[config.mk]
export PLATFORM = sky130hd
export DESIGN_NAME = cyc_counter_top
export DESIGN_NICKNAME = d
export VERILOG_FILES = /design/src/rtl/cyc_pkg.sv /design/src/rtl/cyc_prescale.sv /design/src/rtl/cyc_count.sv /design/src/rtl/cyc_ctrl.sv /design/src/rtl/cyc_counter_top.sv
export SDC_FILE = /design/constraint.sdc
export NUM_CORES = 1
export LEC_CHECK = 0
export ABC_AREA = 1
export BUFFER_PORTS_ARGS = -buffer_cell sky130_fd_sc_hd__buf_2
export CORE_MARGIN = 2
export CORE_UTILIZATION = 55
export DETAILED_ROUTE_END_ITERATION = 10
export PLACE_DENSITY = 0.93
export SLEW_MARGIN = 20
export SYNTH_ARGS = -nofsm -noshare
export SYNTH_HDL_FRONTEND = slang
export SYNTH_HIERARCHICAL = 1
export SYNTH_SLANG_ARGS = --single-unit
[constraint.sdc]
create_clock -name clk -period 2 [get_ports clk]
set_input_delay 0.2 -clock clk [delete_from_list [all_inputs] [get_ports clk]]
set_output_delay 0.2 -clock clk [all_outputs]
set_load 0.01 [all_outputs]
[src/rtl/cyc_pkg.sv]
package cyc_pkg;
  localparam int F_RUN   = 0;
  localparam int F_DIV   = 1;
  localparam int F_IE    = 2;
  localparam int F_ROUTE = 3;
  localparam int F_OVF   = 4;
  localparam int CTRL_W  = 5;

  typedef struct packed {
    logic ovf;
    logic route;
    logic ie;
    logic div;
    logic run;
  } ctrl_t;
endpackage

[src/rtl/cyc_prescale.sv]
module cyc_prescale #(
  parameter int DIV_LOG2 = 6
) (
  input  logic clk,
  input  logic rst_n,
  input  logic run_i,
  input  logic div_i,
  input  logic tick_i,
  output logic step_o
);
  localparam logic [DIV_LOG2-1:0] ACC_LAST = {DIV_LOG2{1'b1}};

  logic [DIV_LOG2-1:0] acc_q;
  logic                live_tick;
  logic                acc_full;

  function automatic logic [DIV_LOG2-1:0] acc_next(input logic [DIV_LOG2-1:0] a);
    return a + {{(DIV_LOG2-1){1'b0}}, 1'b1};
  endfunction

  assign live_tick = run_i & tick_i;
  assign acc_full  = (acc_q == ACC_LAST);
  assign step_o    = live_tick & (div_i ? acc_full : 1'b1);

  always_ff @(posedge clk or negedge rst_n) begin
    if (!rst_n)          acc_q <= '0;
    else if (!div_i)     acc_q <= '0;
    else if (live_tick)  acc_q <= acc_next(acc_q);
  end

  AST_ACC_EMPTY: assert property (@(posedge clk) disable iff (!rst_n)
    !div_i |=> (acc_q == '0));
  AST_DIV_GATE: assert property (@(posedge clk) disable iff (!rst_n)
    (div_i && live_tick && !acc_full) |-> !step_o);
  AST_ACC_HOLD: assert property (@(posedge clk) disable iff (!rst_n)
    (div_i && !live_tick) |=> $stable(acc_q));
endmodule

[src/rtl/cyc_count.sv]
module cyc_count #(
  parameter int CNT_W = 32
) (
  input  logic             clk,
  input  logic             rst_n,
  input  logic             step_i,
  input  logic             wr_i,
  input  logic [CNT_W-1:0] wdata_i,
  output logic [CNT_W-1:0] cnt_o,
  output logic             ovf_o
);
  logic [CNT_W-1:0] cnt_q;
  logic             at_top;

  function automatic logic [CNT_W-1:0] cnt_inc(input logic [CNT_W-1:0] v);
    return v + {{(CNT_W-1){1'b0}}, 1'b1};
  endfunction

  assign at_top = &cnt_q;
  assign ovf_o  = step_i & ~wr_i & at_top;
  assign cnt_o  = cnt_q;

  always_ff @(posedge clk or negedge rst_n) begin
    if (!rst_n)      cnt_q <= '0;
    else if (wr_i)   cnt_q <= wdata_i;
    else if (step_i) cnt_q <= cnt_inc(cnt_q);
  end

  AST_STEP_ONE: assert property (@(posedge clk) disable iff (!rst_n)
    (step_i && !wr_i) |=> (cnt_q == $past(cnt_q) + 1'b1));
  AST_IDLE_HOLD: assert property (@(posedge clk) disable iff (!rst_n)
    (!step_i && !wr_i) |=> $stable(cnt_q));
  AST_WRAP_ZERO: assert property (@(posedge clk) disable iff (!rst_n)
    ovf_o |=> (cnt_q == '0));
  AST_WRITE_WINS: assert property (@(posedge clk) disable iff (!rst_n)
    wr_i |=> (cnt_q == $past(wdata_i)));
endmodule

[src/rtl/cyc_ctrl.sv]
module cyc_ctrl
  import cyc_pkg::*;
(
  input  logic              clk,
  input  logic              rst_n,
  input  logic              wr_i,
  input  logic [CTRL_W-1:0] wdata_i,
  input  logic              ovf_i,
  output ctrl_t             ctrl_o,
  output logic              irq_o,
  output logic              fiq_o
);
  ctrl_t ctrl_q;
  logic  clr_req;
  logic  req;

  assign clr_req = wr_i & wdata_i[F_OVF];
  assign req     = ctrl_q.ovf & ctrl_q.ie;
  assign irq_o   = req & ~ctrl_q.route;
  assign fiq_o   = req &  ctrl_q.route;
  assign ctrl_o  = ctrl_q;

  always_ff @(posedge clk or negedge rst_n) begin
    if (!rst_n) begin
      ctrl_q <= '0;
    end else begin
      if (wr_i) begin
        ctrl_q.run   <= wdata_i[F_RUN];
        ctrl_q.div   <= wdata_i[F_DIV];
        ctrl_q.ie    <= wdata_i[F_IE];
        ctrl_q.route <= wdata_i[F_ROUTE];
      end
      if (ovf_i)        ctrl_q.ovf <= 1'b1;
      else if (clr_req) ctrl_q.ovf <= 1'b0;
    end
  end

  AST_FLAG_SET: assert property (@(posedge clk) disable iff (!rst_n)
    ovf_i |=> ctrl_q.ovf);
  AST_FLAG_STICKY: assert property (@(posedge clk) disable iff (!rst_n)
    (ctrl_q.ovf && !clr_req) |=> ctrl_q.ovf);
  AST_FLAG_CLEAR: assert property (@(posedge clk) disable iff (!rst_n)
    (clr_req && !ovf_i) |=> !ctrl_q.ovf);
  AST_ONE_LINE: assert property (@(posedge clk) disable iff (!rst_n)
    !(irq_o && fiq_o));
endmodule

[src/rtl/cyc_counter_top.sv]
module cyc_counter_top
  import cyc_pkg::*;
#(
  parameter int CNT_W    = 32,
  parameter int DIV_LOG2 = 6
) (
  input  logic             clk,
  input  logic             rst_n,
  input  logic             tick_i,
  input  logic             reg_wr_i,
  input  logic             reg_sel_i,
  input  logic [CNT_W-1:0] reg_wdata_i,
  output logic [CNT_W-1:0] reg_rdata_o,
  output logic             irq_o,
  output logic             fiq_o
);
  localparam int PAD_W = CNT_W - CTRL_W;

  ctrl_t            ctrl;
  logic             wr_ctrl;
  logic             wr_cnt;
  logic             step;
  logic             ovf_evt;
  logic [CNT_W-1:0] cnt;

  assign wr_ctrl = reg_wr_i & ~reg_sel_i;
  assign wr_cnt  = reg_wr_i &  reg_sel_i;

  cyc_prescale #(.DIV_LOG2(DIV_LOG2)) u_pre (
    .clk(clk), .rst_n(rst_n), .run_i(ctrl.run), .div_i(ctrl.div),
    .tick_i(tick_i), .step_o(step));

  cyc_count #(.CNT_W(CNT_W)) u_cnt (
    .clk(clk), .rst_n(rst_n), .step_i(step), .wr_i(wr_cnt),
    .wdata_i(reg_wdata_i), .cnt_o(cnt), .ovf_o(ovf_evt));

  cyc_ctrl u_ctl (
    .clk(clk), .rst_n(rst_n), .wr_i(wr_ctrl),
    .wdata_i(reg_wdata_i[CTRL_W-1:0]), .ovf_i(ovf_evt),
    .ctrl_o(ctrl), .irq_o(irq_o), .fiq_o(fiq_o));

  assign reg_rdata_o = reg_sel_i ? cnt : {{PAD_W{1'b0}}, ctrl};

  AST_STOPPED: assert property (@(posedge clk) disable iff (!rst_n)
    (!ctrl.run && !wr_cnt) |=> $stable(cnt));
  AST_REQ_RAISE: assert property (@(posedge clk) disable iff (!rst_n)
    (ovf_evt && ctrl.ie && !wr_ctrl) |=> (irq_o || fiq_o));
  AST_REQ_NEEDS_FLAG: assert property (@(posedge clk) disable iff (!rst_n)
    (irq_o || fiq_o) |-> (ctrl.ovf && ctrl.ie));
endmodule

==> results of run 1 <==
==> tightest hold or removal path, stage by stage <==
cell and delay (ns):
buf_2 0.07, a22oi_1 0.07, nand2_1 0.06
==> registers in the layout, summed over array words and instances (netlist names) <==
signal        flops
u_cnt/cnt_o      32
u_pre/acc_q       6
u_ctl/ctrl_o      5
==> area by class of cell <==
class / count / share of cell area (%)
clock buffers: 5 / 1.88
clock inverters: 3 / 1.30
inverters: 64 / 6.68
multi-input cells: 351 / 46.6
flip-flops and latches: 43 / 29.5
well taps: 72 / 2.47
repair buffers: 79 / 11.6
==> per-layer routing <==
metal  up-vias  share of wire, %  GRT usage (%)
li1       1602                 -              -
met3         6               8.0           3.07
met4         0              0.87           6.21
met1      1444                43           35.5
met5         -                 0              0
met2       141                48           45.3
==> per-stage QoR <==
step                      TNS (ns)  instance area (µm²)
after floorplan                  0                 3110
after global placement           0                 3510
after detailed placement         0                 3510
after CTS                        0                 3640
after global routing       -0.0192                 3650
final                            0                 3650
==> path summary, 6_finish.rpt <==
check | to | from | cells after the start
max | u_cnt/cnt_o[4] | u_pre/acc_q[1] | 10
min | u_cnt/cnt_o[15] | reg_wdata_i[15] | 3
max reg2reg | u_cnt/cnt_o[4] | u_pre/acc_q[1] | 10
min reg2reg | u_ctl/ctrl_o[4] | u_ctl/ctrl_o[4] | 2
max in group asynchronous | u_cnt/cnt_o[8] | rst_n | 3
min in group asynchronous | u_pre/acc_q[5] | rst_n | 3
==> power by group <==
group,total (W),switching [W],internal (W)
clock,0.000704,0.000326,0.000379
combinational,0.000713,0.000411,0.000302
sequential,0.00122,0.000218,0.00101
==> cells in the final DEF, fill, tap and decap left out, types with 2 or more instances in the layout <==
master / instances
xor2_1: 12
buf_4: 7
nand4_1: 3
dfrtp_1: 43
o211ai_1: 3
nand3b_1: 4
a22oi_1: 27
clkbuf_8: 5
buf_2: 70
o21ai_1: 6
xnor2_1: 3
nor2_2: 5
nor2_1: 47
and2_1: 2
nand2_1: 191
nor2_4: 10
o21ai_0: 6
nand3_1: 18
nand2_2: 7
inv_1: 63
a21oi_1: 4
ha_1: 2
==> cells by family after synthesis <==
| group | after synthesis |
|---|---|
| flops | 43 |
| buf+inv | 78 |
| fa+ha+maj | 2 |
| xor+xnor | 15 |
| compound gates | 47 |
| simple gates | 287 |
==> timing repair <==
item	CTS	global route
hold buffers	1	0
buffers inserted	0	1
endpoints found under the setup margin	0	2
endpoints found under the hold margin	40	0
resized for setup	0	5
==> impl_metrics.env, run 1 <==
export IMPL_synth_area_leader_cell="dfrtp_1"
export IMPL_clockRootBuffer="clkbuf_8"
export IMPL_yosysMostFrequentCell="nand2_1"
export IMPL_wl_um=7820
export IMPL_clockBufferDepth=2
export IMPL_path_cells="ha_1, nand2_1, nor2_4, nand2_1, o21ai_1, inv_1, nor2_4, clkinvlp_4, buf_4, o211ai_1"
export IMPL_numCtsBuffers=5
export IMPL_outcome="complete, no violations"
export IMPL_crit_required_ns=2.20
export IMPL_tightest_slew_ns=0.573
export IMPL_crit_fanout=7
export IMPL_crit_buf_inv=3
export IMPL_final_seq_area_um2=1080
export IMPL_finalCritPeriodShare_pct=91.7
export IMPL_final_util_pct=66.8
export IMPL_min_path_type="in -> reg"
export IMPL_fill_cells=505
export IMPL_ys_seq_elements=43
export IMPL_stdcell_count=617
export IMPL_start_util_pct=56.8
export IMPL_synth_area_um2=3110
export IMPL_slew_violations=0
export IMPL_ys_top_cells_by_count="191 x nand2_1, 64 x inv_1, 49 x nor2_1"
export IMPL_fin_crit_ns=1.83
export IMPL_h_tree_depth=2
export IMPL_max_freq_mhz=545
export IMPL_setup_ws_ns=0.166
export IMPL_dpl_hpwl_um=5910
export IMPL_async_reset_ff_share_pct=100
export IMPL_final_net_count=583
export IMPL_critical_path_top_delay_family="simple AND/OR/NAND/NOR gates"
export IMPL_ios=71
export IMPL_clk_latency_ns=0.30
export IMPL_path_class="reg -> reg"
export IMPL_cp_arrival_ns=2.04
export IMPL_die_w_um=79.2
export IMPL_p_per_area_nw_per_um2=723
export IMPL_syn_mean_instance_area_um2=6.59
export IMPL_place_congestion=0.952
export IMPL_place_ws_ns=0.179
export IMPL_die_h_um=79.2
export IMPL_yosys_warnings=6
export IMPL_first_global_vias=2934
export IMPL_synth_fp_nets=511
export IMPL_hold_viol=0
export IMPL_synthSimpleGateAreaFrac_pct=39.5
export IMPL_peakVddDrop_mv=0.415
export IMPL_synth_edf_count=0
export IMPL_num_rows=27
export IMPL_drive_gt1_share_pct=20.0
export IMPL_critPathCaptureType="register"
export IMPL_core_area_um2=5470
export IMPL_vias_per_cell=5.18
export IMPL_ant_nets=0
export IMPL_numPortBuffers=70
export IMPL_placedCellCount=607
export IMPL_drtIter0Drc=289
export IMPL_wl_per_cell_um=12.7
export IMPL_synth_top_area_share_pct=34.6
export IMPL_cts_sinks=43
export IMPL_synthCells=472
export IMPL_synth_top_family_by_area="simple AND/OR/NAND/NOR gates"
export IMPL_overflow=0
export IMPL_diodes=0
export IMPL_synth_ff_type="dfrtp_1"
export IMPL_grt_usage_pct=26.3
export IMPL_drc=0
export IMPL_maxSlewHeadroom_pct=61.6
export IMPL_synth_area_leaders="dfrtp_1 35%, nand2_1 23%, inv_1 7.7%"
export IMPL_hold_ws_ns=0.132
export IMPL_path_clk_slew_ns=0.10
export IMPL_vias=3193
export IMPL_maxCapViolCount=0
export IMPL_clock_skew_ns=0.0143
export IMPL_grt_pass1_wl_um=13300
export IMPL_yosysSeqAreaShare_pct=34.6
export IMPL_grt_max_degree=44
export IMPL_cts_tree="built"
export IMPL_setup_viol=0
export IMPL_synth_cell_types=24
export IMPL_synth_compound_area_share_pct=10.1
export IMPL_drt_first_pass_iters=5
export IMPL_yosys_mux_area_fraction_pct=0
export IMPL_synthAdderAreaFrac_pct=0.805
export IMPL_rrSetupSlack_ns=0.17
export IMPL_synthXorXnorAreaFrac_pct=4.23
export IMPL_dieArea_um2=6270
export IMPL_antenna_found_initial=0
export IMPL_multi_input_area_um2=1700
export IMPL_slowest_delay_ns=0.38
export IMPL_p_total_w=0.00264
export IMPL_cp_start_kind="register"
export IMPL_syn_to_final_growth_pct=17.5
export IMPL_worst_path_max_delay_cell="dfrtp_1"
export IMPL_p_leak_nw=2.01
Power figures use the tool's default switching activity.
==> inputs of run 2 (changes only) <==
GPL_TIMING_DRIVEN = 0   (was unset)
==> impl_metrics.env, run 2 (same netlist as run 1, synthesis figures left out) <==
export IMPL_cts_sinks=43
export IMPL_netSwitchingPower_w=0.000948
export IMPL_wl_per_cell_um=13.7
export IMPL_peakVddDrop_mv=0.331
export IMPL_vias_per_cell=5.30
export IMPL_start_util_pct=56.8
export IMPL_die_w_um=79.2
export IMPL_hold_viol=0
export IMPL_dpl_hpwl_um=6370
export IMPL_internal_power_w=0.00155
export IMPL_critPathCaptureType="register"
export IMPL_path_clk_slew_ns=0.08
export IMPL_drc=0
export IMPL_clockRootBuffer="clkbuf_8"
export IMPL_setup_viol=0
export IMPL_crit_fanout=8
export IMPL_h_tree_depth=2
export IMPL_layout_commonest_cell="nand2_1"
export IMPL_max_freq_mhz=527
export IMPL_crit_path_start="u_pre/acc_q[0]"
export IMPL_cts_tree="built"
export IMPL_placedInstanceArea_um2=3540
export IMPL_ios=71
export IMPL_timing_rr_end="u_ctl/ctrl_o[4]"
export IMPL_vias=3299
export IMPL_rr_worst_depth=13
export IMPL_drtIter0Drc=280
export IMPL_clkPwrFrac_pct=22.2
export IMPL_cp_arrival_ns=2.14
export IMPL_place_congestion=0.924
export IMPL_min_path_type="in -> async"
export IMPL_placedCellCount=613
export IMPL_numPortBuffers=69
export IMPL_antenna_found_initial=0
export IMPL_core_area_um2=5470
export IMPL_tightest_slew_ns=0.974
export IMPL_pwr_share_seq_pct=48.6
export IMPL_layout_common_cells="191 x nand2_1, 74 x buf_2, 63 x inv_1, 47 x nor2_1, 43 x dfrtp_1"
export IMPL_largest_register_ff_count=32
export IMPL_rrSetupSlack_ns=0.10
export IMPL_stdcell_count=622
export IMPL_p_per_area_nw_per_um2=687
export IMPL_numCtsBuffers=5
export IMPL_cp_start_kind="register"
export IMPL_grt_max_degree=44
export IMPL_hold_ws_ns=0.0510
export IMPL_switching_share_pct=37.9
export IMPL_maxSlewHeadroom_pct=35.1
export IMPL_clk_latency_ns=0.30
export IMPL_num_rows=27
export IMPL_fin_crit_ns=1.90
export IMPL_diodes=0
export IMPL_first_global_vias=3000
export IMPL_rsz0062_at_grt="true"
export IMPL_finalInstanceArea_um2=3640
export IMPL_die_h_um=79.2
export IMPL_crit_required_ns=2.24
export IMPL_overflow=0
export IMPL_clockBufferDepth=2
export IMPL_finalCritPeriodShare_pct=94.9
export IMPL_path_class="reg -> reg"
export IMPL_final_util_pct=66.6
export IMPL_drive_gt1_share_pct=20.2
export IMPL_grt_usage_pct=28.5
export IMPL_maxCapViolCount=0
export IMPL_outcome="complete, no violations"
export IMPL_crit_end="u_ctl/ctrl_o[4]"
export IMPL_p_total_w=0.00250
export IMPL_clock_skew_ns=0.00504
export IMPL_grt_pass1_wl_um=14000
export IMPL_dieArea_um2=6270
export IMPL_wl_um=8540
export IMPL_slew_violations=0
export IMPL_reg2reg_from="u_pre/acc_q[0]"
export IMPL_ant_nets=0
export IMPL_power_frac_comb_pct=29.2
export IMPL_p_leak_nw=2.01
export IMPL_final_net_count=588
export IMPL_drt_first_pass_iters=6
export IMPL_syn_to_final_growth_pct=17.2
==> run 2: changes by cell type in the layout (fill, tap and decap cells not counted), sizes merged <==
cell         change
buf              +2
clkbuf           +5
dlygate4sd3      -1
bufinv           -1
==> run 2: layer usage <==
layer | GRT usage, % | vias to the layer above | part of all wire, %
li1 | - | 1620 | -
met1 | 38.5 | 1523 | 43
met2 | 47.1 | 139 | 47
met3 | 4.20 | 17 | 8.0
met4 | 9.14 | 0 | 2.0
met5 | 0 | - | 0
==> run 2: stage by stage <==
stage	TNS, ns	worst slack (ns)
after floorplan	0	0.398
after global placement	-0.0529	-0.0529
after detailed placement	-0.0632	-0.0632
after CTS	-0.00215	-0.00215
after global routing	-0.0347	-0.0347
final	0	0.103
==> run 2: power groups by stage <==
stage                     Combinational [W]  Clock, W  Sequential [W]
after floorplan                    0.000498         0         0.00117
after global placement             0.000689         0         0.00122
after detailed placement           0.000715         0         0.00123
after CTS                          0.000720  0.000565         0.00121
after global routing               0.000829  0.000602         0.00125
final                              0.000730  0.000556         0.00122
==> run 2: what timing repair did <==
item                                    4_1_cts  5_1_grt
pin swaps                                     0        1
setup buffers                                 0        1
endpoints found under the setup margin        2       11
resized for setup                             2        4
hold buffers                                  0        0
==> run 2: area by class of cell <==
cell class	instances	area [µm²]
timing repair buffer	70	353
multi-input combinational	351	1700
inverter	64	240
sequential	43	1080
fill	498	1830
buffer	14	97.6
tap	72	90.1
clock inverter	2	12.5
clock buffer	6	72.6
==> run 2: how the worst min path moves through the flow <==
stage               startpoint  cells past startpoint  slack, ns        endpoint
floorplan                rst_n                      0       -0.1  u_cnt/cnt_o[0]
global placement         rst_n                      1       0.40  u_pre/acc_q[0]
detailed placement       rst_n                      1       0.42  u_pre/acc_q[0]
CTS                      rst_n                      1       0.09  u_pre/acc_q[0]
global route             rst_n                      1       0.12  u_pre/acc_q[0]
finish                   rst_n                      1       0.05  u_pre/acc_q[0]
==> run 2: critical path: stages (launching register included) <==
cell and delay (ns):
dfrtp_1 0.39, ha_1 0.18, nand2_1 0.09, nor2_4 0.12, nand2_1 0.06, o21ai_0 0.11
inv_1 0.12, nor2_4 0.17, inv_2 0.11, nor2_2 0.12, nand4_1 0.10, nor2_2 0.15
inv_1 0.05, nand2_1 0.06
